$ cat src/rtl/pwmq_pkg.sv
package pwmq_pkg;
    localparam int ADDR_W = 5;
    localparam int BUS_W  = 32;

    localparam logic [ADDR_W-1:0] OFS_CTRL   = 5'h00;
    localparam logic [ADDR_W-1:0] OFS_STAT   = 5'h04;
    localparam logic [ADDR_W-1:0] OFS_SAMPLE = 5'h0C;
    localparam logic [ADDR_W-1:0] OFS_PERIOD = 5'h10;

    typedef enum logic {
        CORE_IDLE = 1'b0,
        CORE_RUN  = 1'b1
    } core_state_t;

    typedef enum logic [1:0] {
        SRC_OFF  = 2'd0,
        SRC_BUS  = 2'd1,
        SRC_HF   = 2'd2,
        SRC_SLOW = 2'd3
    } tick_src_t;

    typedef enum logic [1:0] {
        OUT_NORMAL = 2'd0,
        OUT_INVERT = 2'd1,
        OUT_LOW_A  = 2'd2,
        OUT_LOW_B  = 2'd3
    } out_mode_t;
endpackage

$ cat src/rtl/pwmq_fifo.sv
module pwmq_fifo #(
    parameter int DEPTH = 4,
    parameter int W     = 16,
    localparam int PTR_W = (DEPTH > 1) ? $clog2(DEPTH) : 1,
    localparam int LVL_W = $clog2(DEPTH + 1)
) (
    input  logic             clk,
    input  logic             rst_n,
    input  logic             clr,
    input  logic             push,
    input  logic [W-1:0]     push_data,
    input  logic             pop,
    output logic [W-1:0]     head,
    output logic [LVL_W-1:0] level,
    output logic             full,
    output logic             empty
);
    logic [W-1:0]     mem [DEPTH];
    logic [PTR_W-1:0] wr_ptr, rd_ptr;
    logic             do_push, do_pop;

    assign full    = (level == LVL_W'(DEPTH));
    assign empty   = (level == '0);
    assign do_push = push && !full;
    assign do_pop  = pop && !empty;
    assign head    = mem[rd_ptr];

    always_ff @(posedge clk or negedge rst_n) begin
        if (!rst_n) begin
            wr_ptr <= '0;
            rd_ptr <= '0;
            level  <= '0;
        end else if (clr) begin
            wr_ptr <= '0;
            rd_ptr <= '0;
            level  <= '0;
        end else begin
            if (do_push)
                wr_ptr <= (wr_ptr == PTR_W'(DEPTH - 1)) ? '0 : wr_ptr + 1'b1;
            if (do_pop)
                rd_ptr <= (rd_ptr == PTR_W'(DEPTH - 1)) ? '0 : rd_ptr + 1'b1;
            if (do_push && !do_pop)
                level <= level + 1'b1;
            else if (do_pop && !do_push)
                level <= level - 1'b1;
        end
    end

    generate
        for (genvar g = 0; g < DEPTH; g++) begin : g_slot
            always_ff @(posedge clk or negedge rst_n) begin
                if (!rst_n)
                    mem[g] <= '0;
                else if (do_push && wr_ptr == PTR_W'(g))
                    mem[g] <= push_data;
            end
        end
    endgenerate

    AST_LEVEL_MAX: assert property (@(posedge clk) disable iff (!rst_n)
        level <= LVL_W'(DEPTH));

    AST_FULL_DROP: assert property (@(posedge clk) disable iff (!rst_n)
        (push && full && !pop && !clr) |=> (level == LVL_W'(DEPTH)));
endmodule

$ cat src/rtl/pwmq_tick.sv
module pwmq_tick
    import pwmq_pkg::*;
#(
    parameter int PRESC_W = 12
) (
    input  logic               clk,
    input  logic               rst_n,
    input  logic               clr,
    input  logic               run,
    input  logic [1:0]         src_sel,
    input  logic               hf_tick,
    input  logic               slow_tick,
    input  logic [PRESC_W-1:0] div_field,
    output logic               tick
);
    logic               src_pulse;
    logic [PRESC_W-1:0] pcnt;

    always_comb begin
        unique case (tick_src_t'(src_sel))
            SRC_OFF:  src_pulse = 1'b0;
            SRC_BUS:  src_pulse = 1'b1;
            SRC_HF:   src_pulse = hf_tick;
            SRC_SLOW: src_pulse = slow_tick;
        endcase
    end

    assign tick = run && src_pulse && (pcnt == div_field);

    always_ff @(posedge clk or negedge rst_n) begin
        if (!rst_n)
            pcnt <= '0;
        else if (clr || !run)
            pcnt <= '0;
        else if (src_pulse)
            pcnt <= (pcnt >= div_field) ? '0 : pcnt + 1'b1;
    end

    AST_TICK_SRC: assert property (@(posedge clk) disable iff (!rst_n)
        (src_sel == 2'd0) |-> !tick);
endmodule

$ cat src/rtl/pwmq_core.sv
module pwmq_core
    import pwmq_pkg::*;
#(
    parameter int DATA_W = 16,
    localparam int CNT_W = DATA_W + 1
) (
    input  logic              clk,
    input  logic              rst_n,
    input  logic              clr,
    input  logic              en,
    input  logic              tick,
    input  logic [DATA_W-1:0] period,
    input  logic [1:0]        rep_code,
    input  logic              q_empty,
    input  logic [DATA_W-1:0] q_head,
    output logic              q_pop,
    output logic              running,
    output logic [DATA_W-1:0] cur_sample,
    output logic              raw_high,
    output logic              wrap_evt,
    output logic              match_evt
);
    localparam logic [DATA_W-1:0] P_MAX   = {DATA_W{1'b1}};
    localparam logic [DATA_W-1:0] P_ALIAS = P_MAX - 1'b1;

    core_state_t       state_q;
    logic [CNT_W-1:0]  cnt_q;
    logic [2:0]        rep_q;
    logic [2:0]        rep_last;
    logic [DATA_W-1:0] eff_p;
    logic [CNT_W-1:0]  cnt_last;
    logic              at_last, rep_done, start;

    assign eff_p    = (period == P_MAX) ? P_ALIAS : period;
    assign cnt_last = {1'b0, eff_p} + 1'b1;
    assign rep_last = 3'((4'd1 << rep_code) - 4'd1);
    assign at_last  = (cnt_q == cnt_last);
    assign rep_done = (rep_q >= rep_last);
    assign running  = (state_q == CORE_RUN);
    assign start    = (state_q == CORE_IDLE) && en;

    assign wrap_evt  = running && tick && at_last;
    assign match_evt = running && tick && (cnt_q == {1'b0, cur_sample});
    assign q_pop     = !q_empty && (start || (wrap_evt && rep_done));
    assign raw_high  = running && (cnt_q < {1'b0, cur_sample});

    // state register: START and STOP transitions
    always_ff @(posedge clk or negedge rst_n) begin
        if (!rst_n)
            state_q <= CORE_IDLE;
        else if (clr)
            state_q <= CORE_IDLE;
        else begin
            unique case (state_q)
                CORE_IDLE: if (en)  state_q <= CORE_RUN;
                CORE_RUN:  if (!en) state_q <= CORE_IDLE;
            endcase
        end
    end

    // counter, repeat count and current sample
    always_ff @(posedge clk or negedge rst_n) begin
        if (!rst_n) begin
            cnt_q      <= '0;
            rep_q      <= '0;
            cur_sample <= '0;
        end else if (clr) begin
            cnt_q      <= '0;
            rep_q      <= '0;
            cur_sample <= '0;
        end else begin
            unique case (state_q)
                CORE_IDLE: begin
                    cnt_q <= '0;
                    rep_q <= '0;
                    if (start && !q_empty)
                        cur_sample <= q_head;
                end
                CORE_RUN: begin
                    if (tick) begin
                        if (at_last) begin
                            cnt_q <= '0;
                            if (rep_done) begin
                                rep_q <= '0;
                                if (!q_empty)
                                    cur_sample <= q_head;
                            end else begin
                                rep_q <= rep_q + 1'b1;
                            end
                        end else begin
                            cnt_q <= cnt_q + 1'b1;
                        end
                    end
                end
            endcase
        end
    end

    AST_CNT_RANGE: assert property (@(posedge clk) disable iff (!rst_n)
        cnt_q <= {1'b0, P_MAX});

    AST_WRAP_ZERO: assert property (@(posedge clk) disable iff (!rst_n)
        wrap_evt |=> (cnt_q == '0));

    AST_IDLE_LOW: assert property (@(posedge clk) disable iff (!rst_n)
        !running |-> !raw_high);
endmodule

$ cat src/rtl/pwm_fifo_gen.sv
module pwm_fifo_gen
    import pwmq_pkg::*;
#(
    parameter int DATA_W  = 16,
    parameter int DEPTH   = 4,
    parameter int PRESC_W = 12,
    localparam int LVL_W  = $clog2(DEPTH + 1)
) (
    input  logic              clk,
    input  logic              rst_n,
    input  logic              hf_tick,
    input  logic              slow_tick,
    input  logic              bus_sel,
    input  logic              bus_wr,
    input  logic [ADDR_W-1:0] bus_addr,
    input  logic [BUS_W-1:0]  bus_wdata,
    output logic [BUS_W-1:0]  bus_rdata,
    output logic              pwm_out
);
    logic               en_q, swr_q;
    logic [1:0]         rep_q, src_q, mode_q;
    logic [PRESC_W-1:0] presc_q;
    logic [DATA_W-1:0]  period_q;
    logic               flg_wrap, flg_match, flg_werr;

    logic wr_ctrl, wr_stat, wr_smp, wr_per;
    logic tick, q_pop, q_full, q_empty, running, raw_high, wrap_evt, match_evt;
    logic [DATA_W-1:0] q_head, cur_sample;
    logic [LVL_W-1:0]  q_level;
    logic              unused_bits;

    assign wr_ctrl = bus_sel && bus_wr && (bus_addr == OFS_CTRL);
    assign wr_stat = bus_sel && bus_wr && (bus_addr == OFS_STAT);
    assign wr_smp  = bus_sel && bus_wr && (bus_addr == OFS_SAMPLE) && !swr_q;
    assign wr_per  = bus_sel && bus_wr && (bus_addr == OFS_PERIOD);
    assign unused_bits = ^{bus_wdata[BUS_W-1:20]};

    always_ff @(posedge clk or negedge rst_n) begin
        if (!rst_n) begin
            en_q <= 1'b0; swr_q <= 1'b0; rep_q <= '0;
            src_q <= '0; mode_q <= '0; presc_q <= '0; period_q <= '0;
        end else if (swr_q) begin
            en_q <= 1'b0; swr_q <= 1'b0; rep_q <= '0;
            src_q <= '0; mode_q <= '0; presc_q <= '0; period_q <= '0;
        end else begin
            if (wr_ctrl) begin
                if (bus_wdata[3]) begin
                    swr_q <= 1'b1;
                    en_q <= 1'b0; rep_q <= '0; src_q <= '0;
                    mode_q <= '0; presc_q <= '0;
                end else begin
                    en_q    <= bus_wdata[0];
                    rep_q   <= bus_wdata[2:1];
                    presc_q <= bus_wdata[4 +: PRESC_W];
                    src_q   <= bus_wdata[17:16];
                    mode_q  <= bus_wdata[19:18];
                end
            end
            if (wr_per)
                period_q <= bus_wdata[DATA_W-1:0];
        end
    end

    always_ff @(posedge clk or negedge rst_n) begin
        if (!rst_n) begin
            flg_wrap <= 1'b0; flg_match <= 1'b0; flg_werr <= 1'b0;
        end else if (swr_q) begin
            flg_wrap <= 1'b0; flg_match <= 1'b0; flg_werr <= 1'b0;
        end else begin
            flg_wrap  <= wrap_evt  || (flg_wrap  && !(wr_stat && bus_wdata[4]));
            flg_match <= match_evt || (flg_match && !(wr_stat && bus_wdata[5]));
            flg_werr  <= (wr_smp && q_full) || (flg_werr && !(wr_stat && bus_wdata[6]));
        end
    end

    pwmq_fifo #(.DEPTH(DEPTH), .W(DATA_W)) u_fifo (
        .clk(clk), .rst_n(rst_n), .clr(swr_q),
        .push(wr_smp), .push_data(bus_wdata[DATA_W-1:0]), .pop(q_pop),
        .head(q_head), .level(q_level), .full(q_full), .empty(q_empty)
    );

    pwmq_tick #(.PRESC_W(PRESC_W)) u_tick (
        .clk(clk), .rst_n(rst_n), .clr(swr_q), .run(running),
        .src_sel(src_q), .hf_tick(hf_tick), .slow_tick(slow_tick),
        .div_field(presc_q), .tick(tick)
    );

    pwmq_core #(.DATA_W(DATA_W)) u_core (
        .clk(clk), .rst_n(rst_n), .clr(swr_q), .en(en_q), .tick(tick),
        .period(period_q), .rep_code(rep_q), .q_empty(q_empty), .q_head(q_head),
        .q_pop(q_pop), .running(running), .cur_sample(cur_sample),
        .raw_high(raw_high), .wrap_evt(wrap_evt), .match_evt(match_evt)
    );

    always_comb begin
        unique case (out_mode_t'(mode_q))
            OUT_NORMAL: pwm_out = en_q && raw_high;
            OUT_INVERT: pwm_out = en_q && running && !raw_high;
            OUT_LOW_A:  pwm_out = 1'b0;
            OUT_LOW_B:  pwm_out = 1'b0;
        endcase
    end

    always_comb begin
        bus_rdata = '0;
        unique case (bus_addr)
            OFS_CTRL: begin
                bus_rdata[0]            = en_q;
                bus_rdata[2:1]          = rep_q;
                bus_rdata[3]            = swr_q;
                bus_rdata[4 +: PRESC_W] = presc_q;
                bus_rdata[17:16]        = src_q;
                bus_rdata[19:18]        = mode_q;
            end
            OFS_STAT: begin
                bus_rdata[2:0] = 3'(q_level);
                bus_rdata[3]   = q_empty;
                bus_rdata[4]   = flg_wrap;
                bus_rdata[5]   = flg_match;
                bus_rdata[6]   = flg_werr;
            end
            OFS_SAMPLE: bus_rdata[DATA_W-1:0] = en_q ? cur_sample : '0;
            OFS_PERIOD: bus_rdata[DATA_W-1:0] = period_q;
            default:    bus_rdata = '0;
        endcase
    end

    AST_OFF_LOW: assert property (@(posedge clk) disable iff (!rst_n)
        !en_q |-> !pwm_out);

    AST_SWR_SELF: assert property (@(posedge clk) disable iff (!rst_n)
        swr_q |=> (!swr_q && !en_q && q_empty));

    AST_MUTE_MODE: assert property (@(posedge clk) disable iff (!rst_n)
        mode_q[1] |-> !pwm_out);
endmodule

$ cat config.mk
export PLATFORM = sky130hd
export DESIGN_NAME = pwm_fifo_gen
export DESIGN_NICKNAME = d
export VERILOG_FILES = /design/src/rtl/pwmq_pkg.sv /design/src/rtl/pwmq_fifo.sv /design/src/rtl/pwmq_tick.sv /design/src/rtl/pwmq_core.sv /design/src/rtl/pwm_fifo_gen.sv
export SDC_FILE = /design/constraint.sdc
export NUM_CORES = 1
export LEC_CHECK = 0
export ABC_CLOCK_PERIOD_IN_PS = 8100
export BUFFER_PORTS_ARGS = -buffer_cell sky130_fd_sc_hd__buf_2
export CORE_UTILIZATION = 56
export DETAILED_ROUTE_END_ITERATION = 8
export PLACE_DENSITY = 0.75
export SKIP_CTS_REPAIR_TIMING = 1
export SYNTH_ARGS = -nofsm -noshare
export SYNTH_HDL_FRONTEND = slang
export SYNTH_HIERARCHICAL = 1
export SYNTH_SLANG_ARGS = --single-unit
export TNS_END_PERCENT = 100
$ cat constraint.sdc
create_clock -name clk -period 8.1 [get_ports clk]
set_input_delay 1.215 -clock clk [delete_from_list [all_inputs] [get_ports clk]]
set_output_delay 1.215 -clock clk [all_outputs]
set_load 0.02 [all_outputs]
Word-level counts from Yosys, hierarchy flattened
Index checks and enable logic that the tools add are counted.
{ "op_classes": {"n_addsub": 9, "muxes": 63, "n_lt_le_gt_ge": 4, "reduce_logical": 63, "mul": 0, "n_eq_ne": 23, "n_div": 0, "bitwise_logic": 2, "shift": 1} }
{ "op_table": {"columns": ["op", "count"], "rows": [
  ["16-bit 2-to-1 mux", 12],
  ["12-bit 2-to-1 mux", 6],
  ["17-bit 2-to-1 mux", 3],
  ["1-bit logical AND", 34],
  ["17-bit one-hot mux with 2 select lines", 1],
  ["16-bit binary-select mux with 2-bit select", 1],
  ["16-bit one-hot mux with 2 select lines", 1],
  ["2-bit 2-to-1 mux", 15],
  ["7-bit one-hot mux with 4 select lines", 1],
  ["9-bit one-hot mux with 3 select lines", 1],
  ["3-bit 2-to-1 mux", 7],
  ["16-bit by 1-bit adder with 17-bit output, second input constant", 1],
  ["17-bit by 1-bit adder with 17-bit output, second input constant", 1],
  ["17-bit by 16-bit == test with 1-bit output", 1],
  ["17-bit == test", 1],
  ["17-bit by 16-bit < comparator with 1-bit output", 1],
  ["16-bit == test, second input constant", 1],
  ["2-bit == test, second input constant", 7],
  ["12-bit by 1-bit adder with 12-bit output, second input constant", 1],
  ["12-bit == test", 1],
  ["12-bit >= comparator", 1],
  ["3-bit != test, second input constant", 4],
  ["1-bit 2-to-1 mux", 11],
  ["1-bit zero test", 10],
  ["other kinds (27)", 42]
]} }
{ "totals": {"word_cells": 187, "input_bits": 43, "mem_bits_rw": 0, "n_memories": 0, "latchBits": 0, "romBits": 0, "register_bits": 159} }

Longest topological paths before layout
{ "logic_depth": {"word_depth": 14, "depth_mapped": 20} }

Cells and area by module
The synthesis kept the hierarchy.
{ "by_module_without_submodules": {"columns": ["mod", "area_per_inst_um2", "instances", "seq_area_each_um2", "cells_each"], "rows": [
  ["pwmq_fifo", 3568.4, 1, 1776.7, 217],
  ["pwmq_core", 3036.7, 1, 925.9, 348],
  ["pwm_fifo_gen", 2533.7, 1, 975.9, 269],
  ["pwmq_tick", 1084.8, 1, 300.3, 122]
]} }

Least setup slack after synthesis
Ideal clock, no wire load.
{ "synth_path": {"path_type": "reg2reg", "start": "register period_q[8]", "end": "register u_fifo.level[2]", "arrival_ps": 4936, "setup_time_ps": 66, "required_time_ps": 8034, "path_stages_with_launch": 21, "setup_slack_ps": 3098, "path_cell_list": "dfrtp_1 -> and4_1 -> buf_6 -> nand2_1 -> o21a_1 -> ha_1 -> and4_1 -> a211oi_1 -> a41oi_1 -> or4_4 -> nor4b_4 -> nand4_2 -> a21oi_4 -> buf_12 -> clkbuf_1 -> o21ai_0 -> and3_2 -> fa_1 -> and4bb_2 -> a311oi_1 -> o311a_1"} }
{ "synth_via": {"elab_chain_len": 13, "elab_cells_between_ends": 15, "cone_classes": "add/sub (1); eq/ne (2); mux (3); reduce/logical (9)"} }
{ "synth_rtl": {"columns": ["element", "line", "rtl"], "rows": [
  ["from (decl)", "pwm_fifo_gen.sv:23", "logic [DATA_W-1:0] period_q;"],
  ["from (signal assigned)", "pwm_fifo_gen.sv:60", "period_q <= bus_wdata[DATA_W-1:0];"],
  ["16-bit == test", "pwmq_core.sv:34", "assign eff_p = (period == P_MAX) ? P_ALIAS : period;"],
  ["16-bit 2-to-1 mux (*)", "pwmq_core.sv:34", null],
  ["16-bit by 1-bit adder with 17-bit output (*)", "pwmq_core.sv:35", "assign cnt_last = {1'b0, eff_p} + 1'b1;"],
  ["17-bit == test (*)", "pwmq_core.sv:37", "assign at_last = (cnt_q == cnt_last);"],
  ["1-bit logical AND (*)", "pwmq_core.sv:42", "assign wrap_evt = running && tick && at_last;"],
  ["1-bit logical AND (*)", "pwmq_core.sv:44", "assign q_pop = !q_empty && (start || (wrap_evt && rep_done));"],
  ["1-bit logical OR (*)", "pwmq_core.sv:44", null],
  ["1-bit logical AND (*)", "pwmq_core.sv:44", null],
  ["via q_pop", "pwm_fifo_gen.sv:27", "logic tick, q_pop, q_full, q_empty, running, raw_high, wrap_evt, match_evt;"],
  ["1-bit logical AND (*)", "pwmq_fifo.sv:25", "assign do_pop = pop && !empty;"],
  ["1-bit zero test", "pwmq_fifo.sv:42", "if (do_push && !do_pop)"],
  ["1-bit logical AND", "pwmq_fifo.sv:42", null],
  ["3-bit 2-to-1 mux", "pwmq_fifo.sv:42", null],
  ["3-bit 2-to-1 mux", "pwmq_fifo.sv:33", "end else if (clr) begin"],
  ["to (signal assigned)", "pwmq_fifo.sv:43", "level <= level + 1'b1;"],
  ["to (signal assigned)", "pwmq_fifo.sv:45", "level <= level - 1'b1;"],
  ["to (decl)", "pwmq_fifo.sv:14", "output logic [LVL_W-1:0] level,"]
]} }
Mark *: on every way through the listed nets, which the timed path passes. The rest lies on a longest branch.
A chain may end at the register's enable or synchronous reset.

Final worst setup path
{ "layout_path": {"start": "register period_q[10]", "end": "register u_fifo.level[2]"} }
Same word-level chain as after synthesis.

==> summary.md <==
| Metric | Value |
|---|---|
| Outcome | finished clean |
| Final hold violation count | 0 |
| Hold Crit Class | flop to flop |
| Ant diodes | 0 |
| Vias in the first global route | between 7k and 8k |
| I/O pin count | 76 |
| Total CTS buffers | 17 |
| Kind of critical path | flop to flop |
| Worst vdd ir | around 0.17 mV |
| Vias per inst | 6.12 |
| Crit. End Element | flop |
| Share of layout cells above drive strength 1 | 0.213 |
| Die area | about 19000 um2 |
| Clock Pin Slew Worst Setup and Hold Paths | ~80 ps |
| Pint | 1.62 mW |
| DRT Pass-1 Iters | 7 |
| Post-synth ARST share | 1.00 |
| Synthesized flop and latch total | between 150 and 200 |
| Final WL | 25100 um |
| Grt met1 use | 0.397 |
| Storage cell area | between 3000 and 4000 um2 |
| Multi-input combinational cell area | ~5700 um2 |
| Syn_area_per_cell | 10.7 um2 |
| Sw Share | 0.373 |
| Post-route cell area | between 10000 and 15000 um2 |
| Min cycle time layout | approximately 5300 ps |
| Logic pwr share | 0.263 |
| Max FO, Critical Path | 26 |
| Setup violations, final | 0 |
| Post-synth EDFFs | 0 |
| Placed inst area | ~10000 um2 |
| Clk root buf | clkbuf_16 |
| Final worst-path cycle share | 0.651 |
| Rows | between 40 and 50 |
| Clk_skew | 13.5 ps |
| Fin nets | 1064 |
| Commonest non-fill, non-tap cell in the layout | dfrtp_1 |
| H-tree depth | 4 |
| Ys Warns | 6 |
| Post-route ant nets | 0 |
| Worst Path Arrival | roughly 5700 ps |
| GR Overflow Total | 0 |
| RePlAce Congestion | between 0.9 and 1 |
| Top-area cell type share of the netlist area | 0.389 |
| Slew @ Worst Pin | 1130 ps |
| Clk sinks | between 150 and 200 |
| CP required | around 8500 ps |
| Seq/Total Area, Yosys | 0.389 |
| Synth area leaders | dfrtp_1, nand2b_1, mux2_4, ha_1, mux2i_1 |
| Setup TNS | 0 ps |
| Cell count after synthesis | about 960 |
| Initial Util | 0.571 |
| NetSw | ~960 uW |
| RSZ-0062 raised after global routing | no |
| Final core occ | 0.615 |
| DR vias | about 7.5k |
| Synth Flop Type | dfrtp_1 |
| Synth cell types | between 80 and 90 |
| Area growth syn-to-layout | 7.73% |
| Mapped Area | 10200 um2 |
| Core area | roughly 18000 um2 |
| GR Util All Layers | 0.282 |
| Antenna violations before repair | 1 |
| Slew HR | 0.249 |
| Fmax | 190 MHz |
| Layout Cells excl Fill | ~1.2k |
| Largest net degree at the start of global routing | around 90 |
| Pwr dens | around 230 nW/um2 |
| First-pass GRT wire length | ~40000 um |
| CTS tree | done |
| Worst Setup Start Kind | flop |
| Flop pwr share | 0.425 |
| Met3 GRT Util | 0.0500 |
| I/O Buffers | 51 |
| Max-slew violations | 0 |
| Lkg Pwr | a little over 5 nW |
| Fillers | roughly 1.4k |
| Placed Instances | 1190 |
| Clk_lat worst skew | ~440 ps |
| Busiest grt layer | met2 |
| Die Span X | roughly 140 um |
| DRC | 0 |
| Max-Cap Viols | 0 |
| DRT iter0 DRCs | ~660 |
| WHS | 507 ps |
| Routed length per instance | approximately 20 um |
| Leading area contributor after synthesis | dfrtp_1 |
| Met2 Use GR | 0.439 |
| Clk network pwr share | 0.312 |
| Clk buf depth | 2 |
| Die Span Y | 137 um |
| Hpwl dp | ~17000 um |
| Commonest non-fill, non-tap cells in the layout | dfrtp_1, nand2b_1, buf_2, inv_1, nand2_1 |
==> synthesized netlist by cell type (6+ instances only) <==
| master | instances |
|---|---|
| dfrtp_1 | 159 |
| nand2b_1 | 98 |
| inv_1 | 47 |
| nand2_1 | 45 |
| nor2_1 | 44 |
| ha_1 | 40 |
| mux2_4 | 40 |
| mux2i_1 | 38 |
| nand4_1 | 36 |
| o21ai_0 | 33 |
| nand3_1 | 28 |
| a21oi_1 | 27 |
| and3_1 | 27 |
| mux2_2 | 26 |
| clkbuf_1 | 22 |
| xor2_1 | 20 |
| mux4_2 | 16 |
| buf_4 | 14 |
| xnor2_1 | 12 |
| a211o_1 | 11 |
| buf_2 | 11 |
| nor3_1 | 11 |
| a221o_1 | 9 |
| and4_1 | 7 |
| a21o_1 | 6 |
| a31oi_1 | 6 |
| buf_6 | 6 |
| o31ai_1 | 6 |
==> final cells by class <==
type / count / area share
multi-input combinational: 698 / 0.515
sequential: 159 / 0.361
clock buffer: 17 / 0.0386
timing repair buffer: 57 / 0.0278
tap: 229 / 0.0260
inverter: 47 / 0.0160
clock inverter: 15 / 0.0154
==> sequential cells by signal, summed over array words and instances (netlist names) <==
register,cells
u_fifo/wr_ptr,2
src_q,2
rep_q,2
mode_q,2
u_core/running,1
u_core/cur_sample,16
u_core/rep_q,3
en_q,1
u_core/cnt_q,17
u_fifo/rd_ptr,2
u_tick/pcnt,12
period_q,16
u_fifo/mem,64
flg_werr,1
u_fifo/level,3
swr_q,1
flg_match,1
presc_q,12
flg_wrap,1
==> kinds of logic (layout without fill, tap and decap cells) <==
family	Yosys count	after routing	synth area share
adder cells (fa/ha/maj)	41	41	0.0509
AND/OR/NAND/NOR	357	357	0.215
buffers and inverters	110	136	0.0603
XOR/XNOR	32	32	0.0274
flip-flops	159	159	0.389
multiplexers	120	120	0.160
AO/OA/AOI/OAI	136	136	0.0966
other	1	12	0.000367
==> worst max-delay path, cell delays in order (launching register included) <==
cell      delay, ps
dfrtp_1         470
and4_1          380
nand2_1         200
o21a_1          250
ha_1            240
and4_1          270
a211oi_1        250
a41oi_1          70
or4_4           520
nor4b_4         340
nand4_2         160
a21oi_4         160
buf_4           380
o21ai_0         130
and3_2          240
fa_1            440
and4bb_2        260
a311oi_1        260
o311a_1         200
==> final timing paths <==
check                                         endpoint                        from  slack (ps)  cells past startpoint
setup / recovery           u_fifo/level[2]$_DFFE_PN0P_    period_q[10]$_DFFE_PN0P_        2830                     18
hold / removal              u_fifo/mem[63]$_DFFE_PN0P_  u_fifo/mem[63]$_DFFE_PN0P_         510                      1
setup reg to reg           u_fifo/level[2]$_DFFE_PN0P_    period_q[10]$_DFFE_PN0P_        2830                     18
hold reg to reg             u_fifo/mem[63]$_DFFE_PN0P_  u_fifo/mem[63]$_DFFE_PN0P_         510                      1
max in group asynchronous      period_q[0]$_DFFE_PN0P_                       rst_n        5850                      2
min in group asynchronous   u_tick/pcnt[2]$_DFFE_PN0P_                       rst_n         870                      1
==> routing by layer <==
layer  wire [um]  vias to the layer above
met4         622                        2
met3        1460                       39
met5          13                        -
met1       11100                     3693
li1            -                     3481
met2       11900                      264
==> power groups by stage <==
stage / clock (mW) / combinational [mW] / sequential (mW)
5_1_grt: 0.851 / 0.758 / 1.12
3_5_place_dp: 0 / 0.670 / 1.11
2_1_floorplan: 0 / 0.605 / 0.991
3_3_place_gp: 0 / 0.652 / 1.11
4_1_cts: 0.817 / 0.678 / 1.09
6_report: 0.806 / 0.680 / 1.10
==> stage by stage <==
step	setup WS [ps]	power (mW)
finish	2830	2.59
global route	2460	2.73
CTS	2850	2.59
detailed placement	2860	1.78
global placement	2920	1.76
floorplan	3100	1.60
Note: power is estimated with default switching activity, not from simulation.
